### src/rtl/cal_seq_pkg.sv
package cal_seq_pkg;

  typedef enum logic [2:0] {
    ST_IDLE,
    ST_OFFS,
    ST_POS,
    ST_NEG,
    ST_CTAIL,
    ST_GNEG,
    ST_GPOS,
    ST_GTAIL
  } cal_state_e;

  localparam logic [1:0] MODE_COMBINED = 2'b00;
  localparam logic [1:0] MODE_SYSGAIN  = 2'b01;

  localparam int IDX_OFF = 0;
  localparam int IDX_POS = 1;
  localparam int IDX_NEG = 2;
  localparam int NUM_CAL = 3;

endpackage

### src/rtl/cal_conv_count.sv
module cal_conv_count #(
  parameter int CW = 2
) (
  input  logic          clk,
  input  logic          rst_n,
  input  logic          clr,
  input  logic          inc,
  output logic [CW-1:0] cnt
);

  logic [CW-1:0] cnt_nxt;

  always_comb begin
    cnt_nxt = cnt;
    if (clr)      cnt_nxt = '0;
    else if (inc) cnt_nxt = cnt + 1'b1;
  end

  always_ff @(posedge clk or negedge rst_n) begin
    if (!rst_n) cnt <= '0;
    else        cnt <= cnt_nxt;
  end

endmodule

### src/rtl/cal_cap_regs.sv
module cal_cap_regs #(
  parameter int DW   = 24,
  parameter int NREG = 3
) (
  input  logic                     clk,
  input  logic                     rst_n,
  input  logic [NREG-1:0]          cap_en,
  input  logic [DW-1:0]            d,
  output logic [NREG-1:0][DW-1:0]  q
);

  for (genvar i = 0; i < NREG; i++) begin : g_reg
    always_ff @(posedge clk or negedge rst_n) begin
      if (!rst_n)         q[i] <= '0;
      else if (cap_en[i]) q[i] <= d;
    end

    assert_capture_R2: assert property (@(posedge clk) disable iff (!rst_n)
      cap_en[i] |=> (q[i] == $past(d)));

    assert_hold_R12: assert property (@(posedge clk) disable iff (!rst_n)
      !cap_en[i] |=> $stable(q[i]));
  end

endmodule

### src/rtl/cal_seq_fsm.sv
module cal_seq_fsm
  import cal_seq_pkg::*;
#(
  parameter int CW         = 2,
  parameter int STEP_CONVS = 3,
  parameter int GAIN_TAIL  = 1
) (
  input  logic                 clk,
  input  logic                 rst_n,
  input  logic                 start,
  input  logic [1:0]           mode,
  input  logic                 gain_one,
  input  logic                 conv_done,
  input  logic [CW-1:0]        cnt,
  output logic                 cnt_clr,
  output logic [NUM_CAL-1:0]   cap_en,
  output logic [NUM_CAL-1:0]   wr,
  output logic                 data_ready,
  output logic                 err,
  output logic                 busy,
  output logic                 in_connect,
  output logic                 ref_connect,
  output logic                 pol_invert
);

  localparam logic [CW-1:0] STEP_LAST = CW'(STEP_CONVS - 1);
  localparam logic [CW-1:0] TAIL_LAST = CW'(GAIN_TAIL - 1);
  localparam logic [CW-1:0] ONE_LAST  = '0;

  cal_state_e           state, state_nxt;
  logic [CW-1:0]        last_idx;
  logic                 step_end;
  logic [NUM_CAL-1:0]   wr_nxt;
  logic                 dr_nxt, err_nxt;

  always_comb begin
    case (state)
      ST_POS, ST_NEG, ST_CTAIL: last_idx = STEP_LAST;
      ST_GTAIL:                 last_idx = TAIL_LAST;
      default:                  last_idx = ONE_LAST;
    endcase
  end

  assign step_end = conv_done && (state != ST_IDLE) && (cnt == last_idx);
  assign cnt_clr  = step_end || (state == ST_IDLE);

  always_comb begin
    state_nxt = state;
    wr_nxt    = '0;
    dr_nxt    = 1'b0;
    err_nxt   = 1'b0;
    case (state)
      ST_IDLE: begin
        if (start) begin
          if (mode == MODE_COMBINED) begin
            if (gain_one) state_nxt = ST_OFFS;
            else          err_nxt   = 1'b1;
          end else if (mode == MODE_SYSGAIN) begin
            state_nxt = ST_GNEG;
          end
        end
      end
      ST_OFFS:  if (step_end) begin state_nxt = ST_POS;   wr_nxt[IDX_OFF] = 1'b1; end
      ST_POS:   if (step_end) begin state_nxt = ST_NEG;   wr_nxt[IDX_POS] = 1'b1; end
      ST_NEG:   if (step_end) begin state_nxt = ST_CTAIL; wr_nxt[IDX_NEG] = 1'b1; end
      ST_GNEG:  if (step_end) begin state_nxt = ST_GPOS;  wr_nxt[IDX_NEG] = 1'b1; end
      ST_GPOS:  if (step_end) begin state_nxt = ST_GTAIL; wr_nxt[IDX_POS] = 1'b1; end
      ST_CTAIL, ST_GTAIL: if (step_end) begin state_nxt = ST_IDLE; dr_nxt = 1'b1; end
      default:  state_nxt = ST_IDLE;
    endcase
  end

  assign cap_en = wr_nxt;

  always_ff @(posedge clk or negedge rst_n) begin
    if (!rst_n) begin
      state      <= ST_IDLE;
      wr         <= '0;
      data_ready <= 1'b0;
      err        <= 1'b0;
    end else begin
      state      <= state_nxt;
      wr         <= wr_nxt;
      data_ready <= dr_nxt;
      err        <= err_nxt;
    end
  end

  always_comb begin
    in_connect  = 1'b1;
    ref_connect = 1'b0;
    pol_invert  = 1'b0;
    case (state)
      ST_POS:  begin in_connect = 1'b0; ref_connect = 1'b1; end
      ST_NEG:  begin in_connect = 1'b0; ref_connect = 1'b1; pol_invert = 1'b1; end
      ST_GPOS: pol_invert = 1'b1;
      default: ;
    endcase
  end

  assign busy = (state != ST_IDLE);

  assert_dr_not_busy_R10: assert property (@(posedge clk) disable iff (!rst_n)
    data_ready |-> !busy);

  assert_start_ignored_R10: assert property (@(posedge clk) disable iff (!rst_n)
    (busy && start && !conv_done) |=> $stable(state));

  assert_err_idle_R8: assert property (@(posedge clk) disable iff (!rst_n)
    err |-> (!busy && (wr == '0)));

  assert_wr_onehot_R12: assert property (@(posedge clk) disable iff (!rst_n)
    $onehot0(wr));

  assert_end_dr_R5: assert property (@(posedge clk) disable iff (!rst_n)
    $fell(busy) |-> data_ready);

endmodule

### src/rtl/cal_seq_top.sv
module cal_seq_top
  import cal_seq_pkg::*;
#(
  parameter int DW         = 24,
  parameter int STEP_CONVS = 3,
  parameter int GAIN_TAIL  = 1
) (
  input  logic          clk,
  input  logic          rst_n,
  input  logic          cal_start,
  input  logic [1:0]    cal_mode,
  input  logic          gain_is_one,
  input  logic          conv_done,
  input  logic [DW-1:0] conv_result,
  output logic          busy,
  output logic          data_ready,
  output logic          cal_err,
  output logic          in_connect,
  output logic          ref_connect,
  output logic          pol_invert,
  output logic          wr_offset,
  output logic          wr_pos_fs,
  output logic          wr_neg_fs,
  output logic [DW-1:0] offset_cal,
  output logic [DW-1:0] pos_fs_cal,
  output logic [DW-1:0] neg_fs_cal
);

  localparam int MAXN = (STEP_CONVS > GAIN_TAIL) ? STEP_CONVS : GAIN_TAIL;
  localparam int CW   = (MAXN > 1) ? $clog2(MAXN) : 1;

  logic [1:0]                   rst_sync;
  logic                         rst_int_n;
  logic [CW-1:0]                cnt;
  logic                         cnt_clr;
  logic [NUM_CAL-1:0]           cap_en, wr;
  logic [NUM_CAL-1:0][DW-1:0]   cal_q;

  always_ff @(posedge clk or negedge rst_n) begin
    if (!rst_n) rst_sync <= 2'b00;
    else        rst_sync <= {rst_sync[0], 1'b1};
  end
  assign rst_int_n = rst_sync[1];

  cal_conv_count #(.CW(CW)) u_cnt (
    .clk   (clk),
    .rst_n (rst_int_n),
    .clr   (cnt_clr),
    .inc   (conv_done),
    .cnt   (cnt)
  );

  cal_seq_fsm #(
    .CW         (CW),
    .STEP_CONVS (STEP_CONVS),
    .GAIN_TAIL  (GAIN_TAIL)
  ) u_fsm (
    .clk         (clk),
    .rst_n       (rst_int_n),
    .start       (cal_start),
    .mode        (cal_mode),
    .gain_one    (gain_is_one),
    .conv_done   (conv_done),
    .cnt         (cnt),
    .cnt_clr     (cnt_clr),
    .cap_en      (cap_en),
    .wr          (wr),
    .data_ready  (data_ready),
    .err         (cal_err),
    .busy        (busy),
    .in_connect  (in_connect),
    .ref_connect (ref_connect),
    .pol_invert  (pol_invert)
  );

  cal_cap_regs #(.DW(DW), .NREG(NUM_CAL)) u_regs (
    .clk    (clk),
    .rst_n  (rst_int_n),
    .cap_en (cap_en),
    .d      (conv_result),
    .q      (cal_q)
  );

  assign wr_offset  = wr[IDX_OFF];
  assign wr_pos_fs  = wr[IDX_POS];
  assign wr_neg_fs  = wr[IDX_NEG];
  assign offset_cal = cal_q[IDX_OFF];
  assign pos_fs_cal = cal_q[IDX_POS];
  assign neg_fs_cal = cal_q[IDX_NEG];

  assert_wr_after_conv_R12: assert property (@(posedge clk) disable iff (!rst_int_n)
    (wr_offset || wr_pos_fs || wr_neg_fs) |-> $past(conv_done));

  assert_ref_steer_R3: assert property (@(posedge clk) disable iff (!rst_int_n)
    ref_connect |-> (!in_connect && busy));

  assert_idle_normal_R11: assert property (@(posedge clk) disable iff (!rst_int_n)
    $fell(busy) |-> (in_connect && !ref_connect && !pol_invert));

endmodule

### config.mk
export PLATFORM = sky130hd
export DESIGN_NAME = cal_seq_top
export DESIGN_NICKNAME = d
export VERILOG_FILES = /design/src/rtl/cal_seq_pkg.sv /design/src/rtl/cal_conv_count.sv /design/src/rtl/cal_cap_regs.sv /design/src/rtl/cal_seq_fsm.sv /design/src/rtl/cal_seq_top.sv
export SDC_FILE = /design/constraint.sdc
export NUM_CORES = 1
export LEC_CHECK = 0
export BUFFER_PORTS_ARGS = -buffer_cell sky130_fd_sc_hd__buf_2
export CORE_MARGIN = 4
export CORE_UTILIZATION = 50
export CTS_CLUSTER_DIAMETER = 80
export CTS_CLUSTER_SIZE = 24
export DETAILED_ROUTE_END_ITERATION = 12
export MAX_ROUTING_LAYER = met4
export PLACE_DENSITY = 0.85
export SYNTH_ARGS = -nofsm -noshare
export SYNTH_HDL_FRONTEND = slang
export SYNTH_HIERARCHICAL = 1
export SYNTH_SLANG_ARGS = --single-unit
### constraint.sdc
create_clock -name clk -period 3.95 [get_ports clk]
set_clock_uncertainty 0.05 [all_clocks]
set_input_delay 0 -clock clk [delete_from_list [all_inputs] [get_ports clk]]
set_output_delay 0 -clock clk [all_outputs]
set_load 0.01 [all_outputs]
==> Flow_metrics.wiki <==
{| class="wikitable"
! Metric !! Value
|-
| Final critical-path required period || 2400 ps
|-
| Commonest cells after routing, fill and taps aside || sky130_fd_sc_hd__buf_2, sky130_fd_sc_hd__dfrtp_1, sky130_fd_sc_hd__mux2_4
|-
| RSZ-0062 raised after global routing || no
|-
| Slowest library cell on the worst path || sky130_fd_sc_hd__nor2_4
|-
| Global-route wire length before repair || 13.0 mm
|-
| Total iterations of the first detailed-routing run || 4
|-
| Hold buffer count at CTS || 30
|-
| Die Width || 93.8 um
|-
| Final worst hold slack || 14.4 ps
|-
| Fraction of power consumed by combinational cells || 39.9%
|-
| Most frequent standard cell in the layout excluding fill and tap cells || sky130_fd_sc_hd__buf_2
|-
| Count of port buffers added during placement || 111
|-
| Avg Inst Size Synth || 16.5 um^2
|-
| Routability Congestion || 0.852
|-
| GRT Resource Usage Total || 19.8%
|-
| Initial core utilization || 51.0%
|-
| Crit. End Element || flip-flop
|-
| Worst min path class || in2reg
|-
| DRC || 0
|-
| Max_slew headroom || 31.9%
|-
| Slew @ Worst Pin || 1020 ps
|-
| Number of vias after detailed routing || 2352
|-
| Met3 global-route usage || 4.01%
|-
| Floorplan die area || 8790 um^2
|-
| YS warnings || 6
|-
| Net count of the finished layout || 397
|-
| Required time worst endpoint || 4130 ps
|-
| Clock latency of the later-clocked register in the worst-skew pair || 340 ps
|-
| Buffer and inverter count on the worst path || 0
|-
| Cell count after placement || 424
|-
| Layer carrying the most global-route usage || met2
|-
| Root Buffer || sky130_fd_sc_hd__clkbuf_8
|-
| Area Growth Syn to Fin || 29.4%
|-
| Arrival time at the worst endpoint || 2580 ps
|-
| Count of final max-slew check failures || 0
|-
| Share of post-route cells with drive strength above 1 || 57.7%
|-
| Total global routing overflow || 0
|-
| Number of gates resized after CTS || 0
|-
| Clock-pin slew of the registers on the worst-case setup and hold paths || 80 ps
|-
| Max-cap violation count || 0
|-
| Max Root-Sink Buffers || 2
|-
| Post-synthesis cell type count || 40
|-
| Max Clk Rate || 417 MHz
|-
| Routed vias/inst || 5.00
|-
| Reg power frac || 41.5%
|-
| Met1 routing resource usage after global routing || 24.5%
|-
| Buffers inserted during post-CTS setup optimization || 0
|-
| DR iter-0 viols || 84
|-
| Worst slack, placed || 1550 ps
|-
| Core Region || 7210 um^2
|-
| Count of final setup violators || 0
|-
| Final hold vios || 0
|-
| Power Density || 784 nW/um^2
|-
| Family with the most delay on the worst path || simple AND/OR/NAND/NOR gates
|-
| Filler instances || 537
|-
| Final HPWL DP || 5.38 mm
|-
| Met2 routing resource usage after global routing || 32.2%
|-
| VDD IR-drop max || 0.398 mV
|-
| Internal Dissipation || 2.50 mW
|-
| Setup ws final || 1550 ps
|-
| Setup Total Neg Slack || 0 ps
|-
| Element type at the critical path start || flip-flop
|-
| Crit Path Max Fanout || 25
|-
| Critical Path, Cell by Cell || and2b_2 -> a22oi_1 -> nor2_4 -> mux2_2
|-
| Routed wire length || 8.11 mm
|-
| Vias in the first global route || 2489
|-
| Post-synth design cell area || 3680 um^2
|-
| Leakage power summed over all cells || 2.36 nW
|-
| Net switching power of the design || 1.23 mW
|-
| Area taken by flip-flops and latches || 2110 um^2
|-
| Start-to-end type of the worst setup path || reg2reg
|-
| Switching share of power || 32.9%
|-
| Clock Sink Count || 84
|-
| Initial antenna violation count || 0
|-
| Standard-cell row count || 31
|-
| Number of storage elements in the synthesis netlist || 84
|-
| Instance count of the mapped netlist || 223
|-
| Number of H-tree branching levels || 3
|-
| Largest net degree at the start of global routing || 83
|-
| Sequential area share after synthesis || 57.1%
|-
| Status || completed
|-
| Post-synthesis net count || 254
|-
| Detail Route Antenna Nets || 0
|-
| Pwr Total || 3.73 mW
|-
| Worst path max stage delay || 770 ps
|-
| Clock tree from TritonCTS || done
|-
| Footprint of the multi-input gates || 1390 um^2
|-
| Clock power frac || 18.6%
|-
| Drt wl/cell || 17.2 um
|-
| Die height || 93.8 um
|-
| Count of inserted antenna diode cells || 0
|-
| CTS buffer count || 9
|-
| Final cell count without fillers || 470
|-
| Number of top-level pins || 112
|-
| Tcrit/Tclk final || 60.7%
|}
cell usage after synthesis, drive strengths merged:
library cell | n | area share (%)
o2bb2ai | 1 | 0.24
xnor2 | 3 | 0.71
nand4bb | 1 | 0.31
buf | 13 | 5.1
a211oi | 1 | 0.20
nand3b | 3 | 0.61
a21oi | 6 | 0.92
nor4 | 2 | 0.51
and2b | 1 | 0.24
o311ai | 1 | 0.24
or3 | 2 | 0.48
nand4b | 1 | 0.24
o41ai | 1 | 0.24
nand2b | 4 | 0.68
a22oi | 1 | 0.20
a31oi | 1 | 0.17
mux2i | 1 | 0.27
or2 | 1 | 0.17
nand3 | 1 | 0.14
o22ai | 1 | 0.17
conb | 1 | 0.10
or2b | 1 | 0.20
a311o | 1 | 0.27
dfrtp | 84 | 57
inv | 4 | 0.41
nor2b | 1 | 0.17
a221o | 1 | 0.27
mux2 | 72 | 28
nor3 | 1 | 0.14
o21ai | 1 | 0.14
nor2 | 7 | 0.71
a21bo | 1 | 0.27
nand2 | 2 | 0.20
worst reg2reg max path, cell delays in order (launching register included):
cell	delay [ps]
sky130_fd_sc_hd__dfrtp_1	550
sky130_fd_sc_hd__and2b_2	350
sky130_fd_sc_hd__a22oi_1	140
sky130_fd_sc_hd__nor2_4	770
sky130_fd_sc_hd__mux2_2	420
cells by family after synthesis:
logic type | count (synthesis) | synth area share (%)
mux | 73 | 28.4
other cells | 1 | 0.102
compound gates | 17 | 3.33
buf+inv | 17 | 5.48
flops | 84 | 57.1
simple gates | 28 | 4.80
xor+xnor | 3 | 0.714
state kept, by name (all words and copies together), names as in the netlist:
name and flops:
u_fsm/err 1, u_fsm/wr 3, rst_sync 2, u_cnt/cnt 2, u_fsm/data_ready 1, u_regs/q 72
u_fsm/state 3
metal layers:
| layer | share of wire [%] | up-vias |
|---|---|---|
| met3 | 5.6 | 17 |
| met2 | 52 | 85 |
| met4 | 2.3 | 0 |
| met1 | 40 | 1181 |
| li1 | - | 1069 |
| met5 | 0 | - |
through the flow:
stage / util, % / cell area [um^2]
2_1_floorplan: - / 3680
3_3_place_gp: 58.6 / 4220
3_5_place_dp: 58.6 / 4220
4_1_cts: 66.0 / 4760
5_1_grt: 66.0 / 4760
6_report: 66.0 / 4760
area by class of cell:
cell class,count,area share [%]
clock buffer,11,3.18
clock inverter,5,1.76
inverter,4,0.315
multi-input combinational,122,29.3
sequential,84,44.2
tap,99,2.60
timing repair buffer,145,18.6
path summary, 6_finish.rpt:
path / cells past startpoint / start / slack [ps] / endpoint
setup / recovery: 4 / u_fsm/state[2] / 1550 / u_regs/q[50]
hold / removal: 4 / cal_start / 10 / u_fsm/state[2]
setup reg to reg: 4 / u_fsm/state[2] / 1550 / u_regs/q[50]
hold reg to reg: 0 / rst_sync[0] / 320 / rst_sync[1]
max in group asynchronous: 0 / rst_sync[1] / 2740 / u_regs/q[37]
min in group asynchronous: 3 / rst_n / 460 / rst_sync[0]
power groups by stage:
| stage | Sequential, mW | Clock [mW] | Combinational [mW] |
|---|---|---|---|
| floorplan | 1.65 | 0 | 0.842 |
| finish | 1.55 | 0.694 | 1.49 |
| detailed placement | 1.56 | 0 | 1.47 |
| CTS | 1.55 | 0.710 | 1.50 |
| global route | 1.60 | 0.755 | 1.59 |
| global placement | 1.53 | 0 | 1.42 |
Power figures use the tool's default switching activity.
